`src/rtl/sdiv_pkg.sv`:
```
// Shared definitions for the sequential divider.
// Assumes: nothing beyond standard SystemVerilog.
package sdiv_pkg;
    typedef enum logic [1:0] {
        ST_IDLE = 2'd0,
        ST_RUN  = 2'd1,
        ST_FIX  = 2'd2
    } sdiv_state_e;
endpackage

```
`src/rtl/sdiv_prep.sv`:
```
// Operand conditioning: in signed mode it turns negative operands into
// magnitudes and reports their signs. In unsigned mode it passes them through.
// Assumes: operands are two's complement when is_signed is high.
module sdiv_prep #(
    parameter int W = 32
) (
    input  logic [W-1:0] dvd_in,
    input  logic [W-1:0] dvs_in,
    input  logic         is_signed,
    output logic [W-1:0] dvd_mag,
    output logic [W-1:0] dvs_mag,
    output logic         dvd_neg,
    output logic         dvs_neg
);
    // Sign detection and conditional negation.
    always_comb begin
        dvd_neg = is_signed & dvd_in[W-1];
        dvs_neg = is_signed & dvs_in[W-1];
        dvd_mag = dvd_neg ? (~dvd_in + W'(1)) : dvd_in;
        dvs_mag = dvs_neg ? (~dvs_in + W'(1)) : dvs_in;
    end
endmodule

```
`src/rtl/sdiv_step.sv`:
```
// One restoring iteration: it shifts the quotient MSB into the partial
// remainder and subtracts the divisor when the result fits.
// Assumes: rem_in < dvs on entry, so the result stays below dvs.
module sdiv_step #(
    parameter int W = 32
) (
    input  logic [W-1:0] rem_in,
    input  logic [W-1:0] quo_in,
    input  logic [W-1:0] dvs,
    output logic [W-1:0] rem_out,
    output logic [W-1:0] quo_out
);
    logic [W:0] shifted;

    // Shift, compare (a carry-out forces the subtract) and build the quotient bit.
    always_comb begin
        shifted = {rem_in, quo_in[W-1]};
        if (shifted[W] || (shifted[W-1:0] >= dvs)) begin
            rem_out = shifted[W-1:0] - dvs;
            quo_out = {quo_in[W-2:0], 1'b1};
        end else begin
            rem_out = shifted[W-1:0];
            quo_out = {quo_in[W-2:0], 1'b0};
        end
    end
endmodule

```
`src/rtl/sdiv_post.sv`:
```
// Result selection and sign restoration after the loop.
// Assumes: q_neg/r_neg are already cleared in unsigned mode.
module sdiv_post #(
    parameter int W = 32
) (
    input  logic [W-1:0] quo,
    input  logic [W-1:0] rem,
    input  logic         sel_rem,
    input  logic         q_neg,
    input  logic         r_neg,
    output logic [W-1:0] res
);
    logic [W-1:0] pick;
    logic         flip;

    // Pick quotient or remainder and negate it when its sign flag is set.
    always_comb begin
        pick = sel_rem ? rem : quo;
        flip = sel_rem ? r_neg : q_neg;
        res  = flip ? (~pick + W'(1)) : pick;
    end
endmodule

```
`src/rtl/sdiv_seq.sv`:
```
// Sequential divider top: accepts a start when idle, runs W restoring
// iterations, and then spends one cycle on sign correction. A zero divisor
// completes on the next cycle with a zero result and the zero flag set.
// Assumes: operands and mode inputs are valid in the cycle start is high.
module sdiv_seq
    import sdiv_pkg::*;
#(
    parameter int W = 32
) (
    input  logic         clk,
    input  logic         rst_n,
    input  logic         start,
    input  logic         is_signed,
    input  logic         want_rem,
    input  logic [W-1:0] dividend,
    input  logic [W-1:0] divisor,
    output logic         busy,
    output logic         done,
    output logic [W-1:0] result,
    output logic         div_zero
);
    localparam int CW = $clog2(W);
    localparam logic [CW-1:0] LAST = CW'(W - 1);

    sdiv_state_e   state;
    logic [CW-1:0] cnt;
    logic [W-1:0]  rem_q, quo_q, dvs_q;
    logic          q_neg, r_neg, sel_rem;

    logic [W-1:0]  dvd_mag, dvs_mag, rem_nx, quo_nx, res_fix;
    logic          dvd_neg, dvs_neg;

    sdiv_prep #(.W(W)) u_prep (
        .dvd_in   (dividend),
        .dvs_in   (divisor),
        .is_signed(is_signed),
        .dvd_mag  (dvd_mag),
        .dvs_mag  (dvs_mag),
        .dvd_neg  (dvd_neg),
        .dvs_neg  (dvs_neg)
    );

    sdiv_step #(.W(W)) u_step (
        .rem_in (rem_q),
        .quo_in (quo_q),
        .dvs    (dvs_q),
        .rem_out(rem_nx),
        .quo_out(quo_nx)
    );

    sdiv_post #(.W(W)) u_post (
        .quo    (quo_q),
        .rem    (rem_q),
        .sel_rem(sel_rem),
        .q_neg  (q_neg),
        .r_neg  (r_neg),
        .res    (res_fix)
    );

    // Busy whenever an accepted division is still under way.
    assign busy = (state != ST_IDLE);

    // Control sequence, datapath registers and output registers.
    always_ff @(posedge clk) begin
        if (!rst_n) begin
            state    <= ST_IDLE;
            cnt      <= '0;
            rem_q    <= '0;
            quo_q    <= '0;
            dvs_q    <= '0;
            q_neg    <= 1'b0;
            r_neg    <= 1'b0;
            sel_rem  <= 1'b0;
            done     <= 1'b0;
            result   <= '0;
            div_zero <= 1'b0;
        end else begin
            done <= 1'b0;
            case (state)
                ST_IDLE: begin
                    if (start) begin
                        if (divisor == '0) begin
                            done     <= 1'b1;
                            result   <= '0;
                            div_zero <= 1'b1;
                        end else begin
                            div_zero <= 1'b0;
                            quo_q    <= dvd_mag;
                            rem_q    <= '0;
                            dvs_q    <= dvs_mag;
                            q_neg    <= dvd_neg ^ dvs_neg;
                            r_neg    <= dvd_neg;
                            sel_rem  <= want_rem;
                            cnt      <= '0;
                            state    <= ST_RUN;
                        end
                    end
                end
                ST_RUN: begin
                    rem_q <= rem_nx;
                    quo_q <= quo_nx;
                    cnt   <= cnt + CW'(1);
                    if (cnt == LAST) begin
                        state <= ST_FIX;
                    end
                end
                ST_FIX: begin
                    result <= res_fix;
                    done   <= 1'b1;
                    state  <= ST_IDLE;
                end
                default: state <= ST_IDLE;
            endcase
        end
    end

    AST_DONE_PULSE: assert property (@(posedge clk) disable iff (!rst_n)
        done |=> !done);
    AST_BUSY_ENDS_DONE: assert property (@(posedge clk) disable iff (!rst_n)
        $fell(busy) |-> done);
    AST_ZERO_FAST: assert property (@(posedge clk) disable iff (!rst_n)
        (start && !busy && divisor == '0) |=> (done && div_zero && result == '0 && !busy));
    AST_ZERO_CLEAR: assert property (@(posedge clk) disable iff (!rst_n)
        (start && !busy && divisor != '0) |=> (!div_zero && busy));
    AST_REM_BELOW_DIVISOR: assert property (@(posedge clk) disable iff (!rst_n)
        (state == ST_RUN) |-> (rem_q < dvs_q));
    AST_NO_START_WHILE_BUSY: assert property (@(posedge clk) disable iff (!rst_n)
        (busy && start && state == ST_RUN && cnt != LAST) |=> (state == ST_RUN));
endmodule

```
`config.mk`:
```
export PLATFORM = sky130hd
export DESIGN_NAME = sdiv_seq
export DESIGN_NICKNAME = d
export VERILOG_FILES = /design/src/rtl/sdiv_pkg.sv /design/src/rtl/sdiv_prep.sv /design/src/rtl/sdiv_step.sv /design/src/rtl/sdiv_post.sv /design/src/rtl/sdiv_seq.sv
export SDC_FILE = /design/constraint.sdc
export NUM_CORES = 1
export LEC_CHECK = 0
export BUFFER_PORTS_ARGS = -buffer_cell sky130_fd_sc_hd__buf_2
export CAP_MARGIN = 0
export CORE_UTILIZATION = 50
export DETAILED_ROUTE_END_ITERATION = 7
export GPL_ROUTABILITY_DRIVEN = 0
export PLACE_DENSITY_LB_ADDON = 0.3
export SLEW_MARGIN = 25
export SYNTH_ARGS = -nofsm -noshare
export SYNTH_HDL_FRONTEND = slang
export SYNTH_SLANG_ARGS = --single-unit
```
`constraint.sdc`:
```
create_clock -name clk -period 4.7 [get_ports clk]
set_input_delay 0.94 -clock clk [delete_from_list [all_inputs] [get_ports clk]]
set_output_delay 0.94 -clock clk [all_outputs]
set_load 0.005 [all_outputs]
```
==> results.toml, run 1 <==
[sta]
setup_viol_count_final = 0
tightest_slew_ps = 825.7
period_share = 0.7650
fmax_mhz = 278.1
rsz0062_at_grt = "no"
fin_crit_ps = 3596
slew_headroom = 0.4353
slew_violations = 0
hold_viol = 0
skew_ps = 14.56
hold_ws_ps = 445.8
fin_setup_tns_ps = 0

[worst_setup_path]
path_class = "reg -> reg"
cp_max_fo = 14
worstPathRequired_ps = 5060
critPathTopFamily = "simple AND/OR/NAND/NOR gates"
r2r_slack_ps = 1100
worstPathArrival_ps = 3960
slowest_delay_ps = 710
worstPathCellList = "inv_1, ha_1, inv_1, fa_1, a211oi_1, nor2_1, o21ai_0, a31oi_1, or3b_2, nor2_1, a22oi_1, o21ai_0"
cp_slowest_cell = "or3b_2"
r2r-end = "rem_q[27]"
worst-path-buf-inv = 2
regToRegStartpoint = "quo_q[31]"
r2r_cells = 12
start_kind = "flip-flop"
worstSetupEndpointType = "flip-flop"

[power]
total_leakage_power_nw = 4.406
p_int_mw = 2.390
comb_power_share = 0.219
ir_drop_mv = 0.2753
seqPwrFrac = 0.382
power.density_mw_per_mm2 = 321.3
pwr-share-clk = 0.400
p_sw_mw = 1.052
netSwitchingFraction = 0.3057
power_mw = 3.442

[detailed_routing]
postRouteAntennaNets = 0
avgRoutedWirePerCell_um = 17.58
detail_route.iter0.violations = 914
drc = 0
drt_pass1_iterations = 8
routed_wl_um = 26900
drt-vias-per-instance = 6.059
vias = 9271

[cells_and_area]
stdcell_area_mm2 = 0.01071
drive_gt1_frac = 0.1330
fin_nets = 1396
stdcell_count = 1530
fillers = 1661
antenna_cells = 0
area_delta_synth_final_pct = 13.06

[floorplan]
die_x_um = 139.7
fp-row-count = 49
dieArea_mm2 = 0.01950
die_y_um = 139.7
core_mm2 = 0.01827
start_util = 0.5186
io-pin-count = 104

[yosys]
syn_area_mm2 = 0.009474
synth_area_leaders = "dfxtp_1, nor2_1, a21oi_1, xnor2_1, xor2_1"
synth_edf_count = 0
syn_nets = 1330
ys_ff_latch = 140
synth_area_leader_cell = "dfxtp_1"
synth_cells = 1223
seq_area_frac_synth = 0.2958
yosysUniqueCellTypes = 67
syn-mean-instance-area_um2 = 7.747
yosysWarnings = 0
async_reset_ff_frac = 0
yosysTopAreaCellShare = 0.2958
yosys_most_used_dff = "dfxtp_1"

[cts]
cts_buffer_depth = 2
cts_tree = "done"
cts_num_sinks = 140
post-cts-setup-buffers = 0
root_buffer = "clkbuf_16"
cts_resized = 0
clk_latency_ps = 430
numCtsBuffers = 17
cts_hold_buf = 0
cts-htree-levels = 4
path_clk_slew_ps = 60

[hold_path]
holdPathEnd = "result[26]"
hp-start = "result[26]"
holdCritPathClass = "reg -> reg"
whs_path_depth = 2

[placed_design]
dp.cells = 1499
hpwl_um = 20290
placed_area_mm2 = 0.01010
port_buffers = 103

[grt]
grt_pass1_vias = 8187
grt-ovfl-total = 0
grt_use_total = 0.2745
antenna_found_initial = 0
grt_max_degree = 50
grt_pass1_wl_um = 42670

[outcome]
status = "finished clean"

[run]
maxCapViolations = 0
==> cells by family (layout without fill, tap and decap cells) <==
group / Yosys count / in the layout / share of synthesized area
xor+xnor: 109 / 109 / 0.1008
simple gates: 400 / 400 / 0.1998
mux: 47 / 47 / 0.05005
buf+inv: 126 / 204 / 0.05481
fa+ha+maj: 38 / 38 / 0.05098
compound gates: 363 / 363 / 0.2478
flops: 140 / 140 / 0.2958
==> cells in the mapped netlist (21+ instances only) <==
| cell type | number |
|---|---|
| nor2_1 | 143 |
| dfxtp_1 | 140 |
| nand2_1 | 104 |
| a21oi_1 | 102 |
| o21ai_0 | 59 |
| inv_1 | 57 |
| xnor2_1 | 55 |
| xor2_1 | 54 |
| clkbuf_1 | 45 |
| mux2i_1 | 44 |
| nor3_1 | 40 |
| ha_1 | 37 |
| a211oi_1 | 34 |
| a22oi_1 | 30 |
| o21ai_1 | 25 |
| nand3_1 | 21 |
==> through the flow <==
step	util	setup slack [ps]
final	0.5863	1104
after global routing	0.5863	859.4
after CTS	0.5859	1166
after detailed placement	0.5527	1023
after global placement	0.5526	1075
after floorplan	-	1266
==> area by class of cell <==
| cell class | instances | area (um^2) | area share |
|---|---|---|---|
| multi-input cells | 957 | 6180 | 0.5769 |
| flip-flops and latches | 140 | 2804 | 0.2618 |
| repair buffers | 115 | 618.1 | 0.05770 |
| clock buffers | 23 | 498.0 | 0.04649 |
| well taps | 229 | 286.5 | 0.02675 |
| inverters | 58 | 217.7 | 0.02032 |
| clock inverters | 8 | 107.6 | 0.01005 |
==> worst max-delay path by stage <==
stage	cells past startpoint	endpoint	startpoint
6_report	12	rem_q[27]	quo_q[31]
5_1_grt	12	rem_q[27]	quo_q[31]
4_1_cts	12	rem_q[27]	quo_q[31]
3_5_place_dp	9	rem_q[27]	divisor[25]
3_3_place_gp	9	rem_q[27]	divisor[25]
2_1_floorplan	14	result[20]	sel_rem
==> tightest hold or removal path: cells and delay by family, from the launching register on <==
kind	cells	cell delay, ps
DFF	1	320
AOI/OAI and AO/OA	1	50
and+or+nand+nor	1	40
==> state kept, by name, summed over array words and instances, names as in the netlist <==
| signal | flops |
|---|---|
| q_neg | 1 |
| sel_rem | 1 |
| cnt | 5 |
| done | 1 |
| quo_q | 32 |
| div_zero | 1 |
| rem_q | 32 |
| r_neg | 1 |
| dvs_q | 32 |
| state | 2 |
| result | 32 |
==> placed cells by master (no fill, tap or decap), types with 34 or more instances in the layout <==
| cell | synthesis | final |
|---|---|---|
| a211oi_1 | 34 | 34 |
| a21oi_1 | 102 | 102 |
| buf_2 | 16 | 103 |
| dfxtp_1 | 140 | 139 |
| ha_1 | 37 | 37 |
| inv_1 | 57 | 57 |
| mux2i_1 | 44 | 44 |
| nand2_1 | 104 | 104 |
| nor2_1 | 143 | 142 |
| nor3_1 | 40 | 39 |
| o21ai_0 | 59 | 59 |
| xnor2_1 | 55 | 55 |
| xor2_1 | 54 | 54 |
==> layer usage <==
layer  up-vias  global-route usage  wire [um]
li1       4554                   -          -
met1      4288              0.3989      12570
met2       383              0.4031      11350
met3        46             0.04129       2126
met4         0              0.1116        855
met5         -                   0          0
==> power groups by stage <==
stage / logic [mW] / registers, mW / clock network, mW
4_1_cts: 0.741 / 1.31 / 1.38
5_1_grt: 0.833 / 1.32 / 1.43
6_report: 0.753 / 1.31 / 1.38
3_5_place_dp: 0.736 / 1.34 / 0
2_1_floorplan: 0.558 / 1.30 / 0
3_3_place_gp: 0.726 / 1.33 / 0
Note: power is estimated with default switching activity, not from simulation.
==> inputs of run 2 (changes only) <==
==> constraint.sdc (replaced) <==
create_clock -name clk -period 3.4 [get_ports clk]
set_input_delay 0.68 -clock clk [delete_from_list [all_inputs] [get_ports clk]]
set_output_delay 0.68 -clock clk [all_outputs]
set_load 0.005 [all_outputs]
==> results.toml, run 2 (same netlist as run 1, synthesis figures left out) <==
[cts]
cts_buffer_depth = 2
root_buffer = "clkbuf_16"
cts_hold_buf = 0
numCtsBuffers = 17
cts_tree = "done"
cts_num_sinks = 140
clk_latency_ps = 430
path_clk_slew_ps = 60
cts-htree-levels = 4

[sta]
rsz0062_at_grt = "no"
slew_violations = 0
period_share = 0.9040
fin_crit_ps = 3074
setup_viol_count_final = 0
skew_ps = 6.743
slew_headroom = 0.4203
tightest_slew_ps = 868.7
hold_ws_ps = 446.2
hold_viol = 0
fmax_mhz = 325.3
fin_setup_tns_ps = 0

[placed_design]
dp.cells = 1539
hpwl_um = 20970
port_buffers = 103
placed_area_mm2 = 0.01042

[detailed_routing]
detail_route.iter0.violations = 967
wl_met3_um = 2265
postRouteAntennaNets = 0
drt-vias-per-instance = 6.011
met1_length_um = 12910
wl_met2_um = 11750
avgRoutedWirePerCell_um = 17.71
vias = 9444
routed_wl_um = 27820
drt_pass1_iterations = 6
drc = 0
top_layer_used = "met4"

[grt]
grt_max_degree = 49
grt_use_total = 0.2892
grt-ovfl-total = 0
antenna_found_initial = 0
grt_pass1_wl_um = 44210
grt_pass1_vias = 8495

[floorplan]
io-pin-count = 104
start_util = 0.5186
core_mm2 = 0.01827
die_y_um = 139.7
fp-row-count = 49
die_x_um = 139.7
dieArea_mm2 = 0.01950

[cells_and_area]
fillers = 1651
fin_nets = 1436
layout_common_cells = "nor2_1, dfxtp_1, nand2_1"
layout_commonest_cell = "nor2_1"
drive_gt1_frac = 0.1565
antenna_cells = 0
stdcell_area_mm2 = 0.01102
stdcell_count = 1571
area_delta_synth_final_pct = 16.27

[worst_setup_path]
path_class = "reg -> reg"
cp_slowest_cell = "or3b_2"
cp_max_fo = 8
worstSetupEndpointType = "flip-flop"
worstPathCellList = "inv_1, ha_1, inv_1, fa_1, a211oi_1, nor2_1, o21ai_1, a31oi_1, or3b_2, nand2_1, nor2_1, a221o_1"
worstPathArrival_ps = 3390
start_kind = "flip-flop"
worstPathRequired_ps = 3720
slowest_delay_ps = 620

[power]
power_mw = 4.794
ir_drop_mv = 0.3954
power.density_mw_per_mm2 = 435.2
total_leakage_power_nw = 4.604

[outcome]
status = "finished clean"

[hold_path]
holdCritPathClass = "reg -> reg"

[run]
maxCapViolations = 0
-- run 2: cell types whose count changed in the layout (fill, tap and decap cells not counted), moves of 2 or more --
cell,change
buf_4,+38
buf_12,+2
clkinv_4,-2
clkinvlp_4,+2
o21ai_0,-2
o21ai_1,+2
-- run 2: per-stage QoR --
step	util	setup WS (ps)
detailed placement	0.5701	178.7
global route	0.6029	82.85
finish	0.6029	326.2
global placement	0.5701	233.5
CTS	0.6029	153.1
floorplan	-	91.98
-- run 2: final cells by class --
| class | count | area, um^2 | share of cell area |
|---|---|---|---|
| Inverter | 58 | 217.7 | 0.01976 |
| Multi-Input combinational cell | 957 | 6166 | 0.5597 |
| Clock buffer | 23 | 488.0 | 0.04430 |
| Clock inverter | 9 | 110.1 | 0.009995 |
| Sequential cell | 140 | 2804 | 0.2545 |
| Timing Repair Buffer | 155 | 943.4 | 0.08564 |
| Tap cell | 229 | 286.5 | 0.02601 |
-- run 2: per-layer routing --
metal	vias to the layer above	global-route usage
met3	48	0.04955
met1	4387	0.4148
met5	-	0
met2	393	0.4269
met4	0	0.1174
li1	4616	-
-- run 2: what timing repair did --
action / 4_1_cts / 5_1_grt
endpoints found under the hold margin: 0 / 0
buffers inserted: 0 / 0
endpoints found under the setup margin: 0 / 2
gates resized for setup: 0 / 3
-- run 2: where the power goes --
group          switching (mW)  total (mW)  internal (mW)  leakage, nW
sequential             0.0909        1.81           1.72         1.14
combinational           0.655        1.09          0.434         3.18
clock                   0.734        1.89           1.16        0.286
-- run 2: path summary, 6_finish.rpt --
path,startpoint,slack [ps],cells past startpoint,end
setup / recovery,quo_q[31],330,12,rem_q[21]
hold / removal,result[25],450,2,result[25]
setup reg to reg,quo_q[31],330,12,rem_q[21]
hold reg to reg,result[25],450,2,result[25]
-- run 2: critical path: cells and delay by family (launching register included) --
kind / cells / cell delay [ps]
fa+ha+maj: 2 / 590
flops: 1 / 310
compound gates: 4 / 980
buf+inv: 2 / 130
simple gates: 4 / 960
